File: src/rtl/sigcomp_pkg.sv
package sigcomp_pkg;

    parameter int SIG_W = 8;
    parameter logic [SIG_W-1:0] FB_DEFAULT = 8'h63;

    typedef logic [SIG_W-1:0] sig_t;

    typedef enum logic [1:0] {
        OP_HOLD  = 2'b00,
        OP_FOLD  = 2'b01,
        OP_CLEAR = 2'b10
    } sig_op_e;

    typedef struct packed {
        sig_op_e op;
        sig_t    data;
    } word_cmd_t;

    function automatic sig_op_e decode_op(logic clr, logic vld);
        if (clr)      return OP_CLEAR;
        else if (vld) return OP_FOLD;
        else          return OP_HOLD;
    endfunction

endpackage

File: src/rtl/sig_fold.sv
module sig_fold
    import sigcomp_pkg::*;
#(
    parameter sig_t FB_MASK = FB_DEFAULT
) (
    input  sig_t cur,
    input  sig_t data,
    output sig_t nxt
);
    localparam int MSB = SIG_W - 1;

    logic fb_on;
    assign fb_on = cur[MSB];

    for (genvar i = 0; i < SIG_W; i++) begin : g_cell
        logic shifted_bit;
        if (i == 0) begin : g_low
            assign shifted_bit = 1'b0;
        end else begin : g_up
            assign shifted_bit = cur[i-1];
        end
        assign nxt[i] = shifted_bit ^ data[i] ^ (fb_on & FB_MASK[i]);
    end
endmodule

File: src/rtl/sig_store.sv
module sig_store
    import sigcomp_pkg::*;
(
    input  logic      clk,
    input  logic      rst,
    input  word_cmd_t cmd,
    input  sig_t      nxt,
    output sig_t      sig
);
    always_ff @(posedge clk) begin
        if (rst) begin
            sig <= '0;
        end else begin
            unique case (cmd.op)
                OP_CLEAR: sig <= '0;
                OP_FOLD:  sig <= nxt;
                default:  sig <= sig;
            endcase
        end
    end

    p_clear_zero_r6: assert property (@(posedge clk) disable iff (rst)
        cmd.op == OP_CLEAR |=> sig == '0);

    p_hold_r7: assert property (@(posedge clk) disable iff (rst)
        cmd.op == OP_HOLD |=> $stable(sig));

    p_update_r5: assert property (@(posedge clk) disable iff (rst)
        cmd.op == OP_FOLD |=> sig == $past(nxt));

    p_reset_r1: assert property (@(posedge clk)
        rst |=> sig == '0);
endmodule

File: src/rtl/sig_compare.sv
module sig_compare
    import sigcomp_pkg::*;
(
    input  logic clk,
    input  logic rst,
    input  sig_t sig,
    input  sig_t exp_sig,
    output logic match
);
    always_ff @(posedge clk) begin
        if (rst) match <= 1'b0;
        else     match <= (sig == exp_sig);
    end

    p_match_lag_r8: assert property (@(posedge clk) disable iff (rst)
        1'b1 |=> match == ($past(sig) == $past(exp_sig)));

    p_match_reset_r1: assert property (@(posedge clk)
        rst |=> !match);
endmodule

File: src/rtl/sig_compactor.sv
module sig_compactor
    import sigcomp_pkg::*;
#(
    parameter sig_t FB_MASK = FB_DEFAULT
) (
    input  logic             clk,
    input  logic             rst,
    input  logic             clr,
    input  logic             din_vld,
    input  logic [SIG_W-1:0] din,
    input  logic [SIG_W-1:0] exp_sig,
    output logic [SIG_W-1:0] sig,
    output logic             match
);
    localparam int MSB = SIG_W - 1;

    word_cmd_t cmd;
    sig_t      nxt;

    assign cmd.op   = decode_op(clr, din_vld);
    assign cmd.data = din;

    sig_fold #(.FB_MASK(FB_MASK)) u_fold (
        .cur  (sig),
        .data (cmd.data),
        .nxt  (nxt)
    );

    sig_store u_store (
        .clk (clk),
        .rst (rst),
        .cmd (cmd),
        .nxt (nxt),
        .sig (sig)
    );

    sig_compare u_cmp (
        .clk     (clk),
        .rst     (rst),
        .sig     (sig),
        .exp_sig (exp_sig),
        .match   (match)
    );

    p_shift_only_r2: assert property (@(posedge clk) disable iff (rst)
        (din_vld && !clr && din == '0 && !sig[MSB])
        |=> sig == {$past(sig[MSB-1:0]), 1'b0});

    p_feedback_r4: assert property (@(posedge clk) disable iff (rst)
        (din_vld && !clr && din == '0 && sig[MSB])
        |=> sig == ({$past(sig[MSB-1:0]), 1'b0} ^ FB_MASK));

    p_data_in_r3: assert property (@(posedge clk) disable iff (rst)
        (din_vld && !clr && sig == '0) |=> sig == $past(din));
endmodule

File: config.mk
export PLATFORM = sky130hd
export DESIGN_NAME = sig_compactor
export DESIGN_NICKNAME = d
export VERILOG_FILES = /design/src/rtl/sigcomp_pkg.sv /design/src/rtl/sig_fold.sv /design/src/rtl/sig_store.sv /design/src/rtl/sig_compare.sv /design/src/rtl/sig_compactor.sv
export SDC_FILE = /design/constraint.sdc
export NUM_CORES = 1
export LEC_CHECK = 0
export ABC_CLOCK_PERIOD_IN_PS = 2080
export BUFFER_PORTS_ARGS = -buffer_cell sky130_fd_sc_hd__buf_2
export CORE_AREA = 3 3 40 42
export DETAILED_ROUTE_END_ITERATION = 10
export DIE_AREA = 0 0 43 45
export GPL_TIMING_DRIVEN = 0
export PLACE_DENSITY = 0.71
export SYNTH_ARGS = -nofsm -noshare
export SYNTH_HDL_FRONTEND = slang
export SYNTH_SLANG_ARGS = --single-unit
File: constraint.sdc
create_clock -name clk -period 2.08 [get_ports clk]
set_input_delay 0.312 -clock clk [delete_from_list [all_inputs] [get_ports clk]]
set_output_delay 0.312 -clock clk [all_outputs]
set_load 0.01 [all_outputs]
==> run_results.csv, run 1 <==
group,metric,value,unit
run_status,status,"completed",
global_routing,grt_pass1_wl,1900,um
sta,period_minus_slack,1140,ps
clock_network,cts_buffers,3,
die,core_area,1280,um^2
routing,route.detailed.drc,0,
routing,drt_pre_antenna_iters,2,
global_routing,grt_usage,13.6,%
clock_network,ctsResizeCount,0,
synth,syn_avg_cell_area,9.44,um^2
final_layout,n_antenna_cell,0,
synth,yosysWarnings,0,
critical_path,cp_slowest_cell,"dfxtp_1",
critical_path,crit_family,"flip-flops",
place,portBuffers,28,
clock_network,post_cts_buffers,0,
critical_path,cp_max_fo,4,
flow_run,cap_violations,0,
global_routing,grt_max_degree,11,
die,pin_count,29,
global_routing,grt_pass1_vias,429,
sta,rsz0062_at_grt,"false",
synth,synth_cell_types,15,
die,die_w,43,um
pwr,powerDensity,600,nW/um^2
sta,max_slew_margin,87.0,%
sta,finalSetupViolCount,0,
critical_path,critPathKind,"reg2out",
clock_network,clk_latency,260,ps
synth,synth_top_area_share,36.0,%
place,hpwlAfterDp,900,um
final_layout,nFillCells,127,
place,place_area,659,um^2
clock_network,clockBufferDepth,2,
sta,max_freq,0.877,GHz
die,design.die.area,1940,um^2
routing,vias,462,
pwr,power.total,412,uW
synth,mappedNetlistArea,500,um^2
routing,vias_per_cell,4.62,
routing,ant_nets,0,
critical_path,endpoint_kind,"output port",
sta,setup-tns-final,0,ps
final_layout,fin_cells,100,
final_layout,multi_input_area,299,um^2
die,core.rowCount,13,
synth,ys_ff_latch,9,
die,initial_utilization,38.9,%
routing,drtIter0Drc,3,
clock_network,cts.sinks,9,
pwr,ir_drop,0.000304,V
sta,slew_viol_final,0,
global_routing,antenna_found_initial,0,
place,place_inst,96,
sta,worst_pin_slew,194,ps
synth,syn_inst,53,
routing,finalWirelength,1120,um
synth,synth-seq-area-share,36.0,%
final_layout,regArea,180,um^2
synth,synthTopCellsByArea,"dfxtp_1 36%, xnor2_1 26%, a211oi_1 7.5%",
final_layout,drive_above_1_share,41.2,%
synth,syn_nets,73,
pwr,p_leak,0.000303,uW
clock_network,hold_buffers,0,
critical_path,path_buf_inv,1,
final_layout,final_area,686,um^2
clock_network,cts.clk_slew.worst_paths,60,ps
critical_path,crit_arrival,830,ps
sta,hold_viol,0,
sta,fin_skew,2.08,ps
final_layout,syn_to_final_growth,37.0,%
clock_network,cts_tree,"built",
critical_path,critPathRequiredTime,1770,ps
critical_path,worstPathCellList,"buf_2",
synth,synth_top_area_cell,"dfxtp_1",
sta,fin_crit_sh,54.8,%
critical_path,slowest_delay,410,ps
die,dieHeight,45,um
clock_network,cts_max_level,1,
clock_network,ctsRootBufferMaster,"clkbuf_4",
critical_path,start_kind,"register",
min_path,hp-class,"in2reg",
routing,wl_per_cell,11.2,um
final_layout,final_nets,106,
place,gp_congestion,0.749,
global_routing,grt_overflow,0,
## per-stage QoR
stage               setup WS, ps  hold slack (ps)  utilization, %
floorplan                   1100              383               -
global placement            1040              509            51.3
detailed placement           978              516            51.3
CTS                          930              241            53.4
global route                 867              229            53.4
finish                       940              243            53.4
## cell usage after synthesis
cell / count
nand3_1: 1
xor2_1: 4
nand2b_1: 2
or2b_1: 1
nor4_2: 1
a211oi_1: 5
nand4_1: 1
buf_2: 2
dfxtp_1: 9
buf_6: 1
nand2_1: 1
o22ai_1: 3
xnor2_1: 15
nor2_1: 6
or2_1: 1
## state kept, by name, indices dropped and copies added (netlist names)
| signal | count |
|---|---|
| u_store.sig | 8 |
| u_cmp.match | 1 |
## cell families after synthesis
group	share of synthesized area [%]
buf+inv	4.25
flops	36.0
xor+xnor	33.3
compound gates	11.3
simple gates	15.2
## placed cells by master (no fill, tap or decap)
cell / Yosys / final
clkbuf_4: 0 / 3
buf_6: 1 / 1
nand2_1: 1 / 1
nor2_1: 6 / 6
or2b_1: 1 / 1
buf_2: 2 / 30
clkbuf_1: 0 / 1
o22ai_1: 3 / 3
nand2b_1: 2 / 2
nand3_1: 1 / 1
dfxtp_1: 9 / 9
or2_1: 1 / 1
nand4_1: 1 / 1
xnor2_1: 15 / 15
nor4_2: 1 / 1
xor2_1: 4 / 4
a211oi_1: 5 / 5
## power breakdown
part / switching (uW) / internal (uW) / total (uW)
Clock: 61.8 / 74.0 / 136
Combinational: 38.8 / 49.1 / 87.8
Sequential: 8.44 / 180 / 188
## layout make-up
class,count,share of cell area [%]
multi-input combinational,41,43.6
tap,15,2.74
clock buffer,4,3.83
sequential,9,26.3
buffer,3,3.10
timing repair buffer,28,20.4
## per-layer routing
| metal | vias to the layer above | wire length [um] | global-route usage [%] |
|---|---|---|---|
| met5 | - | 0 | 0 |
| met4 | 0 | 12 | 5.42 |
| met3 | 2 | 136 | 7.97 |
| met2 | 21 | 492 | 20.7 |
| met1 | 197 | 475 | 15.9 |
| li1 | 242 | - | - |
## final timing paths
path / start / end / slack (ps) / cells after the start
setup / recovery: u_store.sig[1]$_SDFFE_PP0P_ / sig[1] / 940 / 1
hold / removal: rst / u_cmp.match$_SDFF_PP0_ / 240 / 2
setup reg to reg: u_store.sig[7]$_SDFFE_PP0P_ / u_cmp.match$_SDFF_PP0_ / 1080 / 4
hold reg to reg: u_store.sig[6]$_SDFFE_PP0P_ / u_store.sig[6]$_SDFFE_PP0P_ / 550 / 2
(Power assumes the default switching activity.)
==> inputs of run 2 (changes only) <==
--- a/config.mk
+++ b/config.mk
@@ -5,13 +5,13 @@
 export SDC_FILE = /design/constraint.sdc
 export NUM_CORES = 1
 export LEC_CHECK = 0
-export ABC_CLOCK_PERIOD_IN_PS = 2080
+export ABC_CLOCK_PERIOD_IN_PS = 1000
 export BUFFER_PORTS_ARGS = -buffer_cell sky130_fd_sc_hd__buf_2
-export CORE_AREA = 3 3 40 42
+export CORE_MARGIN = 3
+export CORE_UTILIZATION = 37
 export DETAILED_ROUTE_END_ITERATION = 10
-export DIE_AREA = 0 0 43 45
 export GPL_TIMING_DRIVEN = 0
-export PLACE_DENSITY = 0.71
+export PLACE_DENSITY = 0.73
 export SYNTH_ARGS = -nofsm -noshare
 export SYNTH_HDL_FRONTEND = slang
 export SYNTH_SLANG_ARGS = --single-unit
==> constraint.sdc (replaced) <==
create_clock -name clk -period 1 [get_ports clk]
set_input_delay 0.15 -clock clk [delete_from_list [all_inputs] [get_ports clk]]
set_output_delay 0.15 -clock clk [all_outputs]
set_load 0.01 [all_outputs]
==> run_results.csv, run 2 (synthesis results as in run 1) <==
group,metric,value,unit
sta,fin_crit_sh,96.2,%
sta,finalSetupViolCount,0,
routing,drtIter0Drc,5,
clock_network,clockBufferDepth,2,
clock_network,clk_latency,260,ps
critical_path,cp_max_fo,6,
global_routing,grt_usage,15.1,%
pwr,p_sw_share,27.4,%
pwr,pwr-share-clk,32.8,%
pwr,power.internal,643,uW
die,core.rowCount,12,
place,place_inst,95,
global_routing,grt_overflow,0,
sta,hold_viol,0,
critical_path,crit_arrival,1140,ps
place,gp_congestion,0.697,
pwr,comb_power_share,22.5,%
critical_path,endpoint_kind,"register",
global_routing,grt_pass1_vias,447,
final_layout,drive_above_1_share,54.5,%
critical_path,worstPathCellList,"buf_6 > xnor2_2 > nand3_1 > nor4_2",
critical_path,regToRegEndpoint,"u_cmp.match$_SDFF_PP0_",
final_layout,final_util,61.7,%
critical_path,slowest_delay,320,ps
sta,period_minus_slack,962,ps
sta,max_freq,1.04,GHz
die,pin_count,29,
clock_network,ctsRootBufferMaster,"clkbuf_4",
die,dieHeight,42.8,um
final_layout,fin_cells,102,
min_path,worstHoldPathCells,2,
sta,worst_pin_slew,194,ps
sta,max_slew_margin,87.0,%
critical_path,r2r_setup_slack,40,ps
final_layout,nFillCells,112,
critical_path,reg2reg_from,"u_store.sig[7]$_SDFFE_PP0P_",
sta,slew_viol_final,0,
routing,vias_per_cell,4.81,
run_status,status,"completed",
routing,wl_per_cell,12.7,um
clock_network,cts.clk_slew.worst_paths,70,ps
sta,setup-tns-final,0,ps
critical_path,rr_worst_depth,4,
routing,finalWirelength,1290,um
flow_run,cap_violations,0,
sta,rsz0062_at_grt,"true",
critical_path,cp_slowest_cell,"dfxtp_2",
clock_network,cts_buffers,3,
final_layout,regMostFlops,"u_store.sig",
global_routing,grt_pass1_wl,2040,um
routing,vias,491,
critical_path,critPathKind,"reg2reg",
die,design.die.area,1830,um^2
routing,drt-met1-wl,537,um
final_layout,mostFrequentLayoutCell,"buf_2",
final_layout,layout_common_cells,"30 x buf_2, 14 x xnor2_1, 8 x dfxtp_2, 6 x nor2_1, 5 x a211oi_1",
min_path,hp-class,"in2reg",
clock_network,cts_tree,"built",
place,portBuffers,28,
pwr,ir_drop,0.000604,V
global_routing,antenna_found_initial,0,
clock_network,cts_max_level,1,
pwr,p_leak,0.000328,uW
final_layout,n_antenna_cell,0,
pwr,p_switching,242,uW
die,core_area,1190,um^2
final_layout,final_nets,109,
die,die_w,42.8,um
pwr,power.total,885,uW
routing,top_layer,"met4",
routing,route.detailed.drc,0,
routing,drt_pre_antenna_iters,3,
routing,ant_nets,0,
routing,dr_wl_met3,69,um
global_routing,grt_max_degree,11,
min_path,hold_end,"u_cmp.match$_SDFF_PP0_",
min_path,min_from,"rst",
place,hpwlAfterDp,909,um
pwr,powerDensity,1210,nW/um^2
sta,fin_skew,5.56,ps
critical_path,start_kind,"register",
critical_path,critPathRequiredTime,1180,ps
final_layout,reg_top3,"u_store.sig: 8 flops, u_cmp.match: 1 flops",
pwr,power_frac_seq,44.6,%
clock_network,cts.sinks,9,
die,initial_utilization,42.2,%
routing,route.met2.wl,662,um
final_layout,syn_to_final_growth,46.2,%
final_layout,largest_reg_flops,8,
==> run 2: how the worst max path moves through the flow <==
| stage | start | slack, ps | to | cells after the start |
|---|---|---|---|---|
| 3_5_place_dp | u_store.sig[7]$_SDFFE_PP0P_ | 10 | u_cmp.match$_SDFF_PP0_ | 4 |
| 5_1_grt | u_store.sig[7]$_SDFFE_PP0P_ | -20 | u_cmp.match$_SDFF_PP0_ | 4 |
| 4_1_cts | u_store.sig[7]$_SDFFE_PP0P_ | 0.7 | u_cmp.match$_SDFF_PP0_ | 4 |
| 3_3_place_gp | u_store.sig[7]$_SDFFE_PP0P_ | 50 | u_cmp.match$_SDFF_PP0_ | 4 |
| 2_1_floorplan | u_store.sig[7]$_SDFFE_PP0P_ | 20 | u_cmp.match$_SDFF_PP0_ | 4 |
| 6_report | u_store.sig[7]$_SDFFE_PP0P_ | 40 | u_cmp.match$_SDFF_PP0_ | 4 |
==> run 2: power groups by stage <==
| stage | combinational (uW) | clock, uW | sequential, uW |
|---|---|---|---|
| 3_5_place_dp | 184 | 0 | 400 |
| 6_report | 199 | 291 | 395 |
| 2_1_floorplan | 105 | 0 | 405 |
| 3_3_place_gp | 181 | 0 | 399 |
| 4_1_cts | 185 | 302 | 391 |
| 5_1_grt | 217 | 321 | 398 |
==> run 2: layer usage <==
| metal | vias up | global-route usage [%] |
|---|---|---|
| met5 | - | 0 |
| met3 | 2 | 3.39 |
| met4 | 0 | 13.0 |
| met2 | 17 | 23.7 |
| met1 | 224 | 16.9 |
| li1 | 248 | - |
==> run 2: timing repair <==
item | in CTS | in global routing
setup buffers | 0 | 3
resized for setup | 0 | 10
setup endpoints to repair | 0 | 11
hold buffers | 0 | 0
endpoints found under the hold margin | 0 | 0
==> run 2: through the flow <==
| stage | hold WS [ps] | instance area, um^2 | worst slack (ps) |
|---|---|---|---|
| after global placement | 349 | 658 | 47.3 |
| final | 81.2 | 732 | 37.7 |
| after CTS | 67.2 | 684 | 0.666 |
| after detailed placement | 355 | 658 | 11.0 |
| after global routing | 80.3 | 732 | -20.8 |
| after floorplan | 221 | 500 | 23.4 |
==> run 2: layout make-up <==
cell class                      instances  area [um^2]  area share (%)
Multi-Input combinational cell         41          314            42.9
Sequential cell                         9          190            26.0
Timing Repair Buffer                   31          163            22.2
Clock buffer                            4         26.3            3.59
Buffer                                  3         21.3            2.91
Tap cell                               14         17.5            2.39
==> run 2: worst max-delay path, delay by kind of cell (launching register included) <==
family | cells | cell delay [ps]
XOR/XNOR | 1 | 140
buffers and inverters | 1 | 130
flip-flops | 1 | 320
AND/OR/NAND/NOR | 2 | 300
==> inputs of run 3 (changes only) <==
--- a/config.mk
+++ b/config.mk
@@ -12,6 +12,7 @@
 export DETAILED_ROUTE_END_ITERATION = 10
 export GPL_TIMING_DRIVEN = 0
 export PLACE_DENSITY = 0.73
+export REMOVE_ABC_BUFFERS = 1
 export SYNTH_ARGS = -nofsm -noshare
 export SYNTH_HDL_FRONTEND = slang
 export SYNTH_SLANG_ARGS = --single-unit
==> constraint.sdc (replaced) <==
create_clock -name clk -period 1 [get_ports clk]
set_input_delay 0.15 -clock clk [delete_from_list [all_inputs] [get_ports clk]]
set_output_delay 0.15 -clock clk [all_outputs]
set_load 0.1 [all_outputs]
==> run_results.csv, run 3 (synthesis results as in run 1) <==
group,metric,value,unit
place,place_area,637,um^2
sta,worst_pin_slew,290,ps
die,design.die.area,1830,um^2
critical_path,reg2reg_from,"u_store.sig[5]$_SDFFE_PP0P_",
critical_path,worstPathCellList,"buf_12",
routing,drtIter0Drc,2,
place,hpwlAfterDp,834,um
die,core.rowCount,12,
sta,max_slew_margin,80.7,%
global_routing,grt_pass1_wl,2100,um
sta,max_freq,1.00,GHz
final_layout,n_antenna_cell,0,
clock_network,clockBufferDepth,2,
min_path,hold_end,"u_cmp.match$_SDFF_PP0_",
pwr,powerDensity,1220,nW/um^2
min_path,worstHoldPathCells,2,
final_layout,regMostFlops,"u_store.sig",
sta,whs,75.9,ps
sta,slew_viol_final,0,
pwr,power.internal,664,uW
final_layout,fin_cells,97,
sta,finalSetupViolCount,0,
critical_path,path_buf_inv,1,
global_routing,grt_max_degree,15,
pwr,ir_drop,0.000867,V
die,dieHeight,42.8,um
routing,wl_per_cell,13.0,um
critical_path,endpoint_kind,"output port",
critical_path,cp_slowest_cell,"dfxtp_4",
clock_network,ctsRootBufferMaster,"clkbuf_4",
final_layout,mostFrequentLayoutCell,"buf_2",
clock_network,cts_max_level,1,
routing,vias_per_cell,4.89,
clock_network,cts_tree,"built",
critical_path,regToRegEndpoint,"u_store.sig[6]$_SDFFE_PP0P_",
global_routing,grt_overflow,0,
place,gp_congestion,0.675,
pwr,p_leak,0.000326,uW
sta,period_minus_slack,999,ps
clock_network,cts_buffers,3,
routing,drt_pre_antenna_iters,4,
clock_network,clk_latency,260,ps
routing,route.detailed.drc,0,
global_routing,grt_usage,15.3,%
run_status,status,"completed",
global_routing,grt_pass1_vias,481,
sta,fin_skew,12.3,ps
critical_path,critPathRequiredTime,850,ps
sta,rsz0062_at_grt,"true",
critical_path,rr_worst_depth,3,
routing,finalWirelength,1260,um
die,initial_utilization,42.2,%
critical_path,cp_max_fo,7,
critical_path,crit_start,"u_store.sig[7]$_SDFFE_PP0P_",
pwr,p_switching,339,uW
final_layout,reg_top3,"u_store.sig: 8 flops, u_cmp.match: 1 flops",
critical_path,slowest_delay,410,ps
critical_path,r2r_setup_slack,10,ps
critical_path,crit_arrival,850,ps
pwr,power_frac_seq,39.6,%
clock_network,hold_buffers,0,
final_layout,largest_reg_flops,8,
pwr,p_sw_share,33.8,%
pwr,comb_power_share,32.3,%
global_routing,antenna_found_initial,0,
final_layout,final_area,822,um^2
flow_run,cap_violations,0,
min_path,min_from,"rst",
min_path,hp-class,"in2reg",
critical_path,start_kind,"register",
critical_path,crit_family,"flip-flops",
die,core_area,1190,um^2
final_layout,drive_above_1_share,49.4,%
sta,setup-tns-final,0,ps
final_layout,final_nets,104,
routing,vias,474,
final_layout,syn_to_final_growth,64.2,%
pwr,pwr-share-clk,28.1,%
clock_network,cts.clk_slew.worst_paths,70,ps
die,die_w,42.8,um
sta,hold_viol,0,
clock_network,cts.sinks,9,
die,pin_count,29,
routing,ant_nets,0,
final_layout,nFillCells,88,
sta,fin_crit_sh,99.9,%
critical_path,critPathKind,"reg2out",
final_layout,layout_common_cells,"19 x buf_2, 15 x xnor2_1, 8 x buf_12, 6 x nor2_1, 6 x dfxtp_4",
place,place_inst,92,
place,portBuffers,28,
[run 3: cell count changes in the layout (fill, tap and decap cells not counted)]
cell,previous run,this run
buf_2,30,19
buf_12,0,8
dfxtp_2,8,2
dfxtp_4,0,6
buf_4,3,1
xnor2_1,14,15
xnor2_2,1,0
xor2_1,3,4
xor2_2,1,0
[run 3: worst max-delay path by stage]
| stage | end | slack (ps) | cells after the start |
|---|---|---|---|
| after CTS | sig[7] | -20 | 1 |
| after global routing | sig[3] | -30 | 1 |
| after global placement | sig[7] | -140 | 1 |
| after floorplan | u_cmp.match$_SDFF_PP0_ | -640 | 3 |
| after detailed placement | sig[7] | -150 | 1 |
| final | sig[7] | 1 | 1 |
[run 3: final cells by class]
| class | count | area, um^2 | share of cell area, % |
|---|---|---|---|
| clock buffers | 4 | 26.3 | 3.20 |
| flip-flops and latches | 9 | 205 | 25.0 |
| repair buffers | 29 | 274 | 33.3 |
| well taps | 14 | 17.5 | 2.13 |
| multi-input cells | 41 | 299 | 36.4 |
[run 3: timing repair]
action / CTS / global route
setup buffers: 0 / 1
resized for setup: 45 / 3
setup endpoints to repair: 10 / 9
endpoints found under the hold margin: 0 / 0
[run 3: routing by layer]
metal	GRT usage, %	up-vias	share of wire, %
met1	17.2	217	40
met4	5.59	0	1.3
li1	-	238	-
met3	5.08	2	6.8
met5	0	-	0
met2	26.3	17	52
[run 3: power by group through the flow]
stage	clock, uW	sequential (uW)	combinational (uW)
final	282	397	324
after global routing	304	399	342
after CTS	285	402	319
after detailed placement	0	403	272
after global placement	0	403	270
after floorplan	0	507	91.3
[run 3: through the flow]
stage          util (%)  setup slack, ps  total power [uW]
2_1_floorplan         -             -641               599
3_3_place_gp       53.7             -139               673
3_5_place_dp       53.7             -145               675
4_1_cts            68.0            -15.1              1010
5_1_grt            69.3            -25.4              1050
6_report           69.3             1.04              1000
